<file path="src/rtl/scfg_pkg.sv">
package scfg_pkg;
    localparam int REG_W       = 16;
    localparam int ADDR_W      = 8;
    localparam int RD_ADDR_W   = 7;
    localparam int PREAMBLE_W  = 32;
    localparam int RD_BITS     = 46;
    localparam int WR_BITS     = 27;
    localparam int FRAME_W     = RD_BITS;
    localparam int RX_BITS     = 2 * REG_W;
    localparam int GAP_PULSES  = 2;
    localparam int TAIL_PULSES = 2;
    localparam int CNT_W       = $clog2(FRAME_W + 1);

    typedef enum logic [3:0] {
        ST_IDLE, ST_LEAD, ST_TX_LO, ST_TX_SU, ST_TX_HI, ST_TX_END,
        ST_GAP_HI, ST_GAP_LO, ST_RX_LEAD, ST_RX_LO, ST_RX_HI, ST_RX_END,
        ST_TAIL_HI, ST_TAIL_LO
    } phase_e;

    typedef struct packed {
        phase_e             st;
        logic               wr;
        logic               odd;
        logic [FRAME_W-1:0] sh;
        logic [CNT_W-1:0]   cnt;
        logic [RX_BITS-1:0] rx;
        logic               cs;
        logic               sck;
        logic               sd;
        logic               cs_oe;
        logic               sck_oe;
        logic               sd_oe;
        logic               done;
        logic [REG_W-1:0]   rdata;
    } ctl_t;
endpackage

</file>
<file path="src/rtl/scfg_frame_build.sv">
module scfg_frame_build
    import scfg_pkg::*;
(
    input  logic               is_wr,
    input  logic [ADDR_W-1:0]  addr,
    input  logic [REG_W-1:0]   wdata,
    output logic [FRAME_W-1:0] frame,
    output logic [CNT_W-1:0]   nbits
);
    localparam int WR_PAD = FRAME_W - WR_BITS;

    always_comb begin
        if (is_wr) begin
            frame = {3'b101, addr, wdata, {WR_PAD{1'b0}}};
            nbits = CNT_W'(WR_BITS);
        end else begin
            frame = {{PREAMBLE_W{1'b1}}, 7'b0110000, addr[RD_ADDR_W-1:0]};
            nbits = CNT_W'(RD_BITS);
        end
    end
endmodule

</file>
<file path="src/rtl/scfg_phase_timer.sv">
module scfg_phase_timer #(
    parameter int W = 4
) (
    input  logic         clk,
    input  logic         rst_n,
    input  logic         load,
    input  logic [W-1:0] len,
    output logic         expired
);
    logic [W-1:0] cnt_d, cnt_q;

    always_comb begin
        cnt_d = cnt_q;
        if (load)
            cnt_d = len - W'(1);
        else if (cnt_q != '0)
            cnt_d = cnt_q - W'(1);
    end

    always_ff @(posedge clk) begin
        if (!rst_n) cnt_q <= '0;
        else        cnt_q <= cnt_d;
    end

    assign expired = (cnt_q == '0);
endmodule

</file>
<file path="src/rtl/scfg_half_pick.sv">
module scfg_half_pick
    import scfg_pkg::*;
(
    input  logic [RX_BITS-1:0] word,
    input  logic               odd,
    output logic [REG_W-1:0]   half
);
    assign half = odd ? word[RX_BITS-1 -: REG_W] : word[REG_W-1:0];
endmodule

</file>
<file path="src/rtl/serial_cfg_master.sv">
module serial_cfg_master
    import scfg_pkg::*;
#(
    parameter int EDGE_CYC  = 300,
    parameter int SETUP_CYC = 100
) (
    input  logic              clk,
    input  logic              rst_n,
    input  logic              req_valid,
    output logic              req_ready,
    input  logic              req_write,
    input  logic [ADDR_W-1:0] req_addr,
    input  logic [REG_W-1:0]  req_wdata,
    output logic              rsp_done,
    output logic [REG_W-1:0]  rsp_rdata,
    output logic              cs_o,
    output logic              cs_oe,
    output logic              sck_o,
    output logic              sck_oe,
    output logic              sd_o,
    output logic              sd_oe,
    input  logic              sd_i
);
    localparam int TMAX = (EDGE_CYC > SETUP_CYC) ? EDGE_CYC : SETUP_CYC;
    localparam int TW   = $clog2(TMAX + 1);
    localparam logic [TW-1:0] EDGE_L  = TW'(EDGE_CYC);
    localparam logic [TW-1:0] SETUP_L = TW'(SETUP_CYC);

    ctl_t d, q;
    logic               t_load, t_exp, in_tx;
    logic [TW-1:0]      t_len;
    logic [FRAME_W-1:0] frame;
    logic [CNT_W-1:0]   nbits;
    logic [REG_W-1:0]   half;

    scfg_frame_build i_frame (
        .is_wr(req_write), .addr(req_addr), .wdata(req_wdata),
        .frame(frame), .nbits(nbits)
    );

    scfg_phase_timer #(.W(TW)) i_timer (
        .clk(clk), .rst_n(rst_n), .load(t_load), .len(t_len), .expired(t_exp)
    );

    scfg_half_pick i_half (.word(q.rx), .odd(q.odd), .half(half));

    always_comb begin
        d      = q;
        d.done = 1'b0;
        t_load = 1'b0;
        t_len  = EDGE_L;
        unique case (q.st)
            ST_IDLE: if (req_valid) begin
                d.st = ST_LEAD; d.wr = req_write; d.odd = req_addr[0];
                d.sh = frame;   d.cnt = nbits;    t_load = 1'b1;
            end
            ST_LEAD: if (t_exp) begin d.st = ST_TX_LO; t_load = 1'b1; end
            ST_TX_LO: if (t_exp) begin
                d.st = ST_TX_SU; t_load = 1'b1; t_len = SETUP_L;
                d.sd = q.sh[FRAME_W-1];
                d.sh = q.sh << 1;
            end
            ST_TX_SU: if (t_exp) begin d.st = ST_TX_HI; t_load = 1'b1; end
            ST_TX_HI: if (t_exp) begin
                t_load = 1'b1;
                if (q.cnt == CNT_W'(1)) d.st = ST_TX_END;
                else begin d.cnt = q.cnt - CNT_W'(1); d.st = ST_TX_LO; end
            end
            ST_TX_END: if (t_exp) begin
                t_load = 1'b1;
                d.cnt  = q.wr ? CNT_W'(TAIL_PULSES) : CNT_W'(GAP_PULSES);
                d.st   = q.wr ? ST_TAIL_HI : ST_GAP_HI;
            end
            ST_GAP_HI: if (t_exp) begin d.st = ST_GAP_LO; t_load = 1'b1; end
            ST_GAP_LO: if (t_exp) begin
                t_load = 1'b1;
                if (q.cnt == CNT_W'(1)) begin d.st = ST_RX_LEAD; d.cnt = CNT_W'(RX_BITS); end
                else begin d.cnt = q.cnt - CNT_W'(1); d.st = ST_GAP_HI; end
            end
            ST_RX_LEAD: if (t_exp) begin d.st = ST_RX_LO; t_load = 1'b1; end
            ST_RX_LO: if (t_exp) begin
                d.st = ST_RX_HI; t_load = 1'b1;
                d.rx = {q.rx[RX_BITS-2:0], sd_i};
            end
            ST_RX_HI: if (t_exp) begin
                t_load = 1'b1;
                if (q.cnt == CNT_W'(1)) d.st = ST_RX_END;
                else begin d.cnt = q.cnt - CNT_W'(1); d.st = ST_RX_LO; end
            end
            ST_RX_END: if (t_exp) begin
                d.st = ST_TAIL_HI; t_load = 1'b1; d.cnt = CNT_W'(TAIL_PULSES);
            end
            ST_TAIL_HI: if (t_exp) begin d.st = ST_TAIL_LO; t_load = 1'b1; end
            ST_TAIL_LO: if (t_exp) begin
                if (q.cnt == CNT_W'(1)) begin
                    d.st    = ST_IDLE;
                    d.done  = 1'b1;
                    d.rdata = q.wr ? '0 : half;
                end else begin
                    d.cnt = q.cnt - CNT_W'(1); d.st = ST_TAIL_HI; t_load = 1'b1;
                end
            end
            default: d.st = ST_IDLE;
        endcase

        // pin levels for the phase being entered
        in_tx = (d.st inside {ST_LEAD, ST_TX_LO, ST_TX_SU, ST_TX_HI, ST_TX_END});
        if (d.st == ST_IDLE) begin
            d.cs_oe = 1'b0; d.sck_oe = 1'b0; d.sd_oe = 1'b0;
            d.cs    = 1'b0; d.sck    = 1'b0; d.sd    = 1'b0;
        end else begin
            d.cs_oe  = 1'b1;
            d.sck_oe = 1'b1;
            d.cs     = d.wr & in_tx;
            d.sck    = (d.st inside {ST_TX_HI, ST_GAP_HI, ST_RX_HI, ST_TAIL_HI});
            d.sd_oe  = d.wr | in_tx;
        end
    end

    always_ff @(posedge clk) begin
        if (!rst_n) begin
            q       <= '0;
            q.st    <= ST_IDLE;
        end else begin
            q <= d;
        end
    end

    assign req_ready = (q.st == ST_IDLE);
    assign rsp_done  = q.done;
    assign rsp_rdata = q.rdata;
    assign cs_o      = q.cs;
    assign cs_oe     = q.cs_oe;
    assign sck_o     = q.sck;
    assign sck_oe    = q.sck_oe;
    assign sd_o      = q.sd;
    assign sd_oe     = q.sd_oe;
endmodule

</file>
<file path="config.mk">
export PLATFORM = sky130hd
export DESIGN_NAME = serial_cfg_master
export DESIGN_NICKNAME = d
export VERILOG_FILES = /design/src/rtl/scfg_pkg.sv /design/src/rtl/scfg_frame_build.sv /design/src/rtl/scfg_phase_timer.sv /design/src/rtl/scfg_half_pick.sv /design/src/rtl/serial_cfg_master.sv
export SDC_FILE = /design/constraint.sdc
export NUM_CORES = 1
export LEC_CHECK = 0
export BUFFER_PORTS_ARGS = -buffer_cell sky130_fd_sc_hd__buf_4
export CORE_ASPECT_RATIO = 0.5
export CORE_MARGIN = 3
export CORE_UTILIZATION = 45
export CTS_CLUSTER_DIAMETER = 150
export DETAILED_ROUTE_END_ITERATION = 8
export PLACE_DENSITY_LB_ADDON = 0.15
export SYNTH_ARGS = -nofsm -noshare
export SYNTH_HDL_FRONTEND = slang
export SYNTH_SLANG_ARGS = --single-unit
</file>
<file path="constraint.sdc">
create_clock -name clk -period 6.98 [get_ports clk]
set_input_delay 0.698 -clock clk [delete_from_list [all_inputs] [get_ports clk]]
set_output_delay 0.698 -clock clk [all_outputs]
set_load 0.02 [all_outputs]
</file>
# Word-level counts from Yosys, hierarchy flattened
# Index checks and enable logic that the tools add are counted.
[word_totals]
elab_cells = 113
ramBits = 0
latch_bits = 0
reg_bits = 122
input_bits = 29
out_inout_bits = 24
rom_bits = 0
n_memories = 0
[op_classes]
n_eq_ne = 28
mux = 44
bitwise_logic = 3
add_sub_neg = 3
shifts = 0
reduce_logical = 20
n_mul = 0
magnitude_cmp = 0
div_mod_pow = 0
[op_table]
columns = ["op", "n"]
rows = [
  ["case mux 46 bit (2 select lines)", 1],
  ["2-to-1 mux 4 bit", 16],
  ["2-to-1 mux 58 bit", 1],
  ["case mux 4 bit (14 select lines)", 1],
  ["2-to-1 mux 46 bit", 1],
  ["2-to-1 mux 45 bit", 1],
  ["2-to-1 mux 6 bit", 6],
  ["2-to-1 mux 9 bit", 4],
  ["equality test 4 bit, second input constant", 8],
  ["2-to-1 mux 16 bit", 2],
  ["equality test 4 x 3 -> 1 bit, second input constant", 7],
  ["case mux 6 bit (4 select lines)", 1],
  ["subtractor 9 x 1 -> 9 bit, second input constant", 2],
  ["2-to-1 mux 17 bit", 1],
  ["equality test 4 x 2 -> 1 bit, second input constant", 4],
  ["OR reduction 12 bit", 1],
  ["zero test 9 bit", 1],
  ["AND reduction 3 bit", 3],
  ["nonzero test 9 bit", 1],
  ["equality test 4 x 1 -> 1 bit, second input constant", 2],
  ["zero test 4 bit", 2],
  ["!= test 2 x 1 -> 1 bit, second input constant", 4],
  ["nonzero test 4 bit", 2],
  ["equality test 6 x 1 -> 1 bit, second input constant", 1],
  ["15 further kinds", 25],
]

# Depth between registers and ports, before layout
[depth]
word_depth = 8
mapped_depth = 14
ltp_nobuf = 14

# By module
# Synthesis repeated with hierarchy kept, for this count alone.
[hier_totals]
hier_cells = 770
hier_area_um2 = 6364.9
[by_module_without_submodules]
columns = ["mod", "area_each_um2", "cells_per_inst", "instances"]
rows = [
  ["serial_cfg_master", 5141.2, 631, 1],
  ["scfg_phase_timer", 604.3, 64, 1],
  ["scfg_frame_build", 370.4, 57, 1],
  ["scfg_half_pick", 249.0, 18, 1],
]

# Worst setup path before layout
# OpenSTA, ideal clock, no wires.
[synth_path]
path_type = "register -> register"
startpoint = "reg q[110] (netlist name)"
endpoint = "reg i_timer.cnt_q[8]"
period_less_slack_ns = 3.373
required_time_ns = 6.865
stages_incl_launch_ff = 14
setup_slack_ns = 3.607
arrival_ns = 3.257
setup_ns = 0.115
cell_sequence = "dfxtp_1 buf_2 nor4_2 and2_1 clkbuf_1 nor2_1 nand2_1 ha_1 or3b_2 or3_1 nor3_1 xnor2_1 o21ai_0 and3_1"
[synth_via]
elab_cells_between_ends = 20
classes_between = "1 x add/sub; 13 x eq/ne; 3 x mux; 3 x reduce/logical"
[synth_rtl]
columns = ["element", "line", "source"]
rows = [
  ["from (decl)", "serial_cfg_master.sv:29", "ctl_t d, q;"],
  ["zero test 4 bit *", "-", ""],
  ["via req_ready", "serial_cfg_master.sv:10", "output logic req_ready,"],
  ["case mux 1 bit (3 select lines) *", "serial_cfg_master.sv:52", "unique case (q.st)"],
  ["2-to-1 mux 9 bit / nonzero test 2 bit (equally long branches)", "-", ""],
  ["to (signal assigned)", "scfg_phase_timer.sv:22", "else cnt_q <= cnt_d;"],
  ["to (decl)", "scfg_phase_timer.sv:10", "logic [W-1:0] cnt_d, cnt_q;"],
]
# The timed path passes the listed nets; every way through them passes the cells marked *.
# A chain may end at the register's enable or synchronous reset.

# Worst setup path in the final report
[layout_path]
startpoint = "reg q[109] (netlist name)"
endpoint = "reg i_timer.cnt_q[8]"
[layout_via]
elab_chain_cells = 4
elab_cells_between_ends = 20
classes_between = "1 x add/sub; 13 x eq/ne; 3 x mux; 3 x reduce/logical"
[layout_rtl]
columns = ["element", "line"]
rows = [
  ["equality test 4 x 2 -> 1 bit, or another cell as far along", "serial_cfg_master.sv:52"],
  ["2-to-1 mux 9 bit / OR reduction 12 bit (equally long branches)", "-"],
  ["subtractor 9 x 1 -> 9 bit / case mux 1 bit (3 select lines) (equally long branches)", "scfg_phase_timer.sv:15, serial_cfg_master.sv:52"],
  ["2-to-1 mux 9 bit / nonzero test 2 bit (equally long branches)", "-"],
]
# Parallel ways exist; a longest one is shown, timed or not.

==> metrics.md <==
| Metric | Value |
|---|---|
| Req. time, crit path | approximately 7.3 ns |
| Die W | approximately 170 µm |
| CP bufs+invs | 0 |
| Hold slack | 0.452 ns |
| Slew Viols, Final | 0 |
| MaxCap Viol Count | 0 |
| VDD IR max | about 0.00017 V |
| Ratio of cells with drive above 1 in the final layout | 0.147 |
| PostCTS Resize Cnt | 0 |
| RR Endpoint | i_timer.cnt_q[8]$_SDFFE_PN0P_ |
| Root Driver | clkbuf_16 |
| Post-synthesis mux area share | 0.0314 |
| Achievable Freq | roughly 280 MHz |
| Final wirelength | 13.4 mm |
| Sequential area share after synthesis | 0.423 |
| First-pass GRT wire length | between 20 and 25 mm |
| Tcrit/Tclk final | 0.506 |
| CP max stage cell | nor4_2 |
| Initial Util | 0.473 |
| Area of the multi-input gates | about 2900 µm² |
| CORE AREA | approximately 12000 µm² |
| WL/cell | between 10 and 15 µm |
| I/O pin total | between 50 and 60 |
| Post-synth top area cell | dfxtp_1 |
| Yosys warning count | 0 |
| Crit start category | register |
| Simple-gate area share of the yosys netlist | 0.252 |
| CTS buffer count | 17 |
| Filler Cell Count | approximately 1200 |
| Hold Fails Final Rpt | 0 |
| CP arrival | roughly 3.8 ns |
| Post-synthesis cell type count | 62 |
| Critical path depth | 11 |
| DR pass1 iterations | 5 |
| Largest family of logic cells by synthesized area | simple AND/OR/NAND/NOR gates |
| Routability cong. | ~0.9 |
| Antenna fix cells | 0 |
| Post-CTS Hold Fix Bufs | 0 |
| Die area | ~14000 µm² |
| Hold WC Path Type | register to register |
| Total vias in the final route | 4988 |
| Worst path cell trace | nor4_2 -> and2_1 -> nor2_1 -> nand2_1 -> ha_1 -> or3b_2 -> or3_1 -> nor3_1 -> xnor2_1 -> o21ai_0 -> and3_1 |
| CP top delay family | simple AND/OR/NAND/NOR gates |
| P per Cell Area | roughly 300 nW/µm² |
| Post-synth EDFFs | 0 |
| Syn_area_per_cell | around 7.8 µm² |
| Buffers on Ports | between 50 and 60 |
| Mapped cell area | around 5700 µm² |
| Sink Count | approximately 120 |
| Final setup violation count | 0 |
| Slowest stage delay, CP | around 0.53 ns |
| Clock latency at the later pin of the worst-skew pair | about 0.4 ns |
| Synth Instances | 731 |
| Total gr overflow | 0 |
| Max-slew headroom | 0.247 |
| Synth Area in Compound Gates | 0.207 |
| Place WS | approximately 3.5 ns |
| CP max FO | 20 |
| # DRC | 0 |
| P_leak | ~2.4 nW |
| Via/cell ratio | around 5.5 |
| Crit end category | register |
| Ranking of synthesized cells by area | dfxtp_1 42%, nor2_1 6.5%, a21oi_1 6.2% |
| Iter 0 DRT Violations | between 300 and 400 |
| H-tree depth | 4 |
| Area Overhead vs Synth | 16.3% |
| Postcts setup bufs | 0 |
| CP startpoint | q[109]$_SDFF_PN0_ |
| RR Startpoint | q[109]$_SDFF_PN0_ |
| DP HPWL | between 8 and 9 mm |
| Adder-Cell Fraction of Synth Area | 0.00655 |
| Syn Nets | 763 |
| #FFs+latches synth | approximately 120 |
| Post-synth ARST share | 0 |
| Antenna Nets Post-Route | 0 |
| Vias in the first global route | around 4700 |
| Critical Path Sink | i_timer.cnt_q[8]$_SDFFE_PN0P_ |
| Worst Skew | around 0.014 ns |
| Register area | 2420 µm² |
| Largest net degree at the start of global routing | between 70 and 80 |
| Initial antenna violation count | 0 |
| Status | finished clean |
| Top cell type's share of synthesized area | 0.423 |
| Crit Path Category | register to register |
| Final WS setup | around 3.5 ns |
| Row count | 28 |
| Nets | 759 |
| GRT Resource Usage Total | 0.193 |
| Post-synth top flop | dfxtp_1 |
| CTS tree | yes |
| Tmin final | about 3.5 ns |
| Chip height | 85.8 µm |
| Slack of the worst reg-to-reg path | between 3 and 4 ns |
| Unrepaired setup endpoints after global routing | false |
| Xor and xnor area share after synthesis | 0.00611 |
| CTS max path bufs | 2 |
| Worst-path clk slew | approximately 0.06 ns |
| Setup tns final | 0 ns |
| Worst-case reg-to-reg path depth | 11 |
| Slew of the pin with the lowest slew margin | between 1 and 1.5 ns |
routing by layer:
layer,vias up,global-route usage,share of wire
met5,-,0,0
li1,2549,-,-
met4,0,0.0634,0.0090
met2,123,0.300,0.44
met1,2305,0.265,0.49
met3,11,0.0516,0.059
synth_stat cells (all sizes together) (4+ instances only):
master	number
nand3	9
xnor2	4
or3	8
and3	5
buf	34
nand4	4
nor4	4
nand2b	8
a21oi	72
inv	8
nor3	61
o21ai	35
mux2i	18
nor2	100
a211oi	36
clkbuf	46
a221oi	8
nand2	93
and2	5
dfxtp	121
final cells by class:
type / count / area share
clock buffers: 18 / 0.0644
clock inverters: 14 / 0.0366
inverters: 9 / 0.00525
multi-input cells: 521 / 0.435
flip-flops and latches: 121 / 0.363
well taps: 165 / 0.0310
repair buffers: 57 / 0.0642
cells in the final DEF (no fill, tap or decap), types with 9 or more instances in the layout:
master     count
dfxtp_1      121
nor2_1        99
nand2_1       93
a21oi_1       70
nor3_1        60
buf_4         57
a211oi_1      36
o21ai_0       34
mux2i_1       18
clkbuf_16     17
nand3_1        9
where the power goes:
group | switching, mW | internal (mW) | total (mW)
Sequential | 0.0338 | 0.726 | 0.760
Clock | 0.333 | 0.674 | 1.01
Combinational | 0.112 | 0.0841 | 0.196
state kept, by name, indices dropped and copies added, names as in the netlist:
signal and flops:
cs_o 1, cs_oe 1, i_timer.cnt_q 9, q 90
rsp_done 1, rsp_rdata 16, sck_o 1, sd_o 1
sd_oe 1
how the worst min path moves through the flow:
stage | start | endpoint | slack [ns] | cells past startpoint
after global placement | q[71]$_SDFFE_PN0P_ | q[71]$_SDFFE_PN0P_ | 0.44 | 2
after global routing | q[54]$_SDFFE_PN0P_ | q[54]$_SDFFE_PN0P_ | 0.47 | 2
after detailed placement | q[68]$_SDFFE_PN0P_ | q[68]$_SDFFE_PN0P_ | 0.44 | 2
after CTS | q[68]$_SDFFE_PN0P_ | q[68]$_SDFFE_PN0P_ | 0.45 | 2
after floorplan | q[61]$_SDFFE_PN0P_ | q[61]$_SDFFE_PN0P_ | 0.43 | 2
final | q[70]$_SDFFE_PN0P_ | q[70]$_SDFFE_PN0P_ | 0.45 | 2
through the flow:
stage / util / total power [mW] / cell area [µm²] / std cells
floorplan: - / 0.921 / 5730 / 731
global placement: 0.495 / 0.965 / 5990 / 873
detailed placement: 0.495 / 0.969 / 5990 / 873
CTS: 0.550 / 1.98 / 6670 / 905
global route: 0.550 / 2.04 / 6670 / 905
finish: 0.550 / 1.96 / 6670 / 905
kinds of logic after synthesis:
kind of cell               count (synthesis)
xor gates and xnor gates                   4
AOI/OAI and AO/OA                        185
adders and majority gates                  3
and+or+nand+nor                          311
buffers and inverters                     89
muxes                                     18
DFF                                      121
worst register-to-register path, delay by kind of cell (launching register included):
family | cells | cell delay (ns)
xor gates and xnor gates | 1 | 0.14
DFF | 1 | 0.50
and+or+nand+nor | 8 | 2.52
adders and majority gates | 1 | 0.19
AOI/OAI and AO/OA | 1 | 0.08
Power figures use the tool's default switching activity.
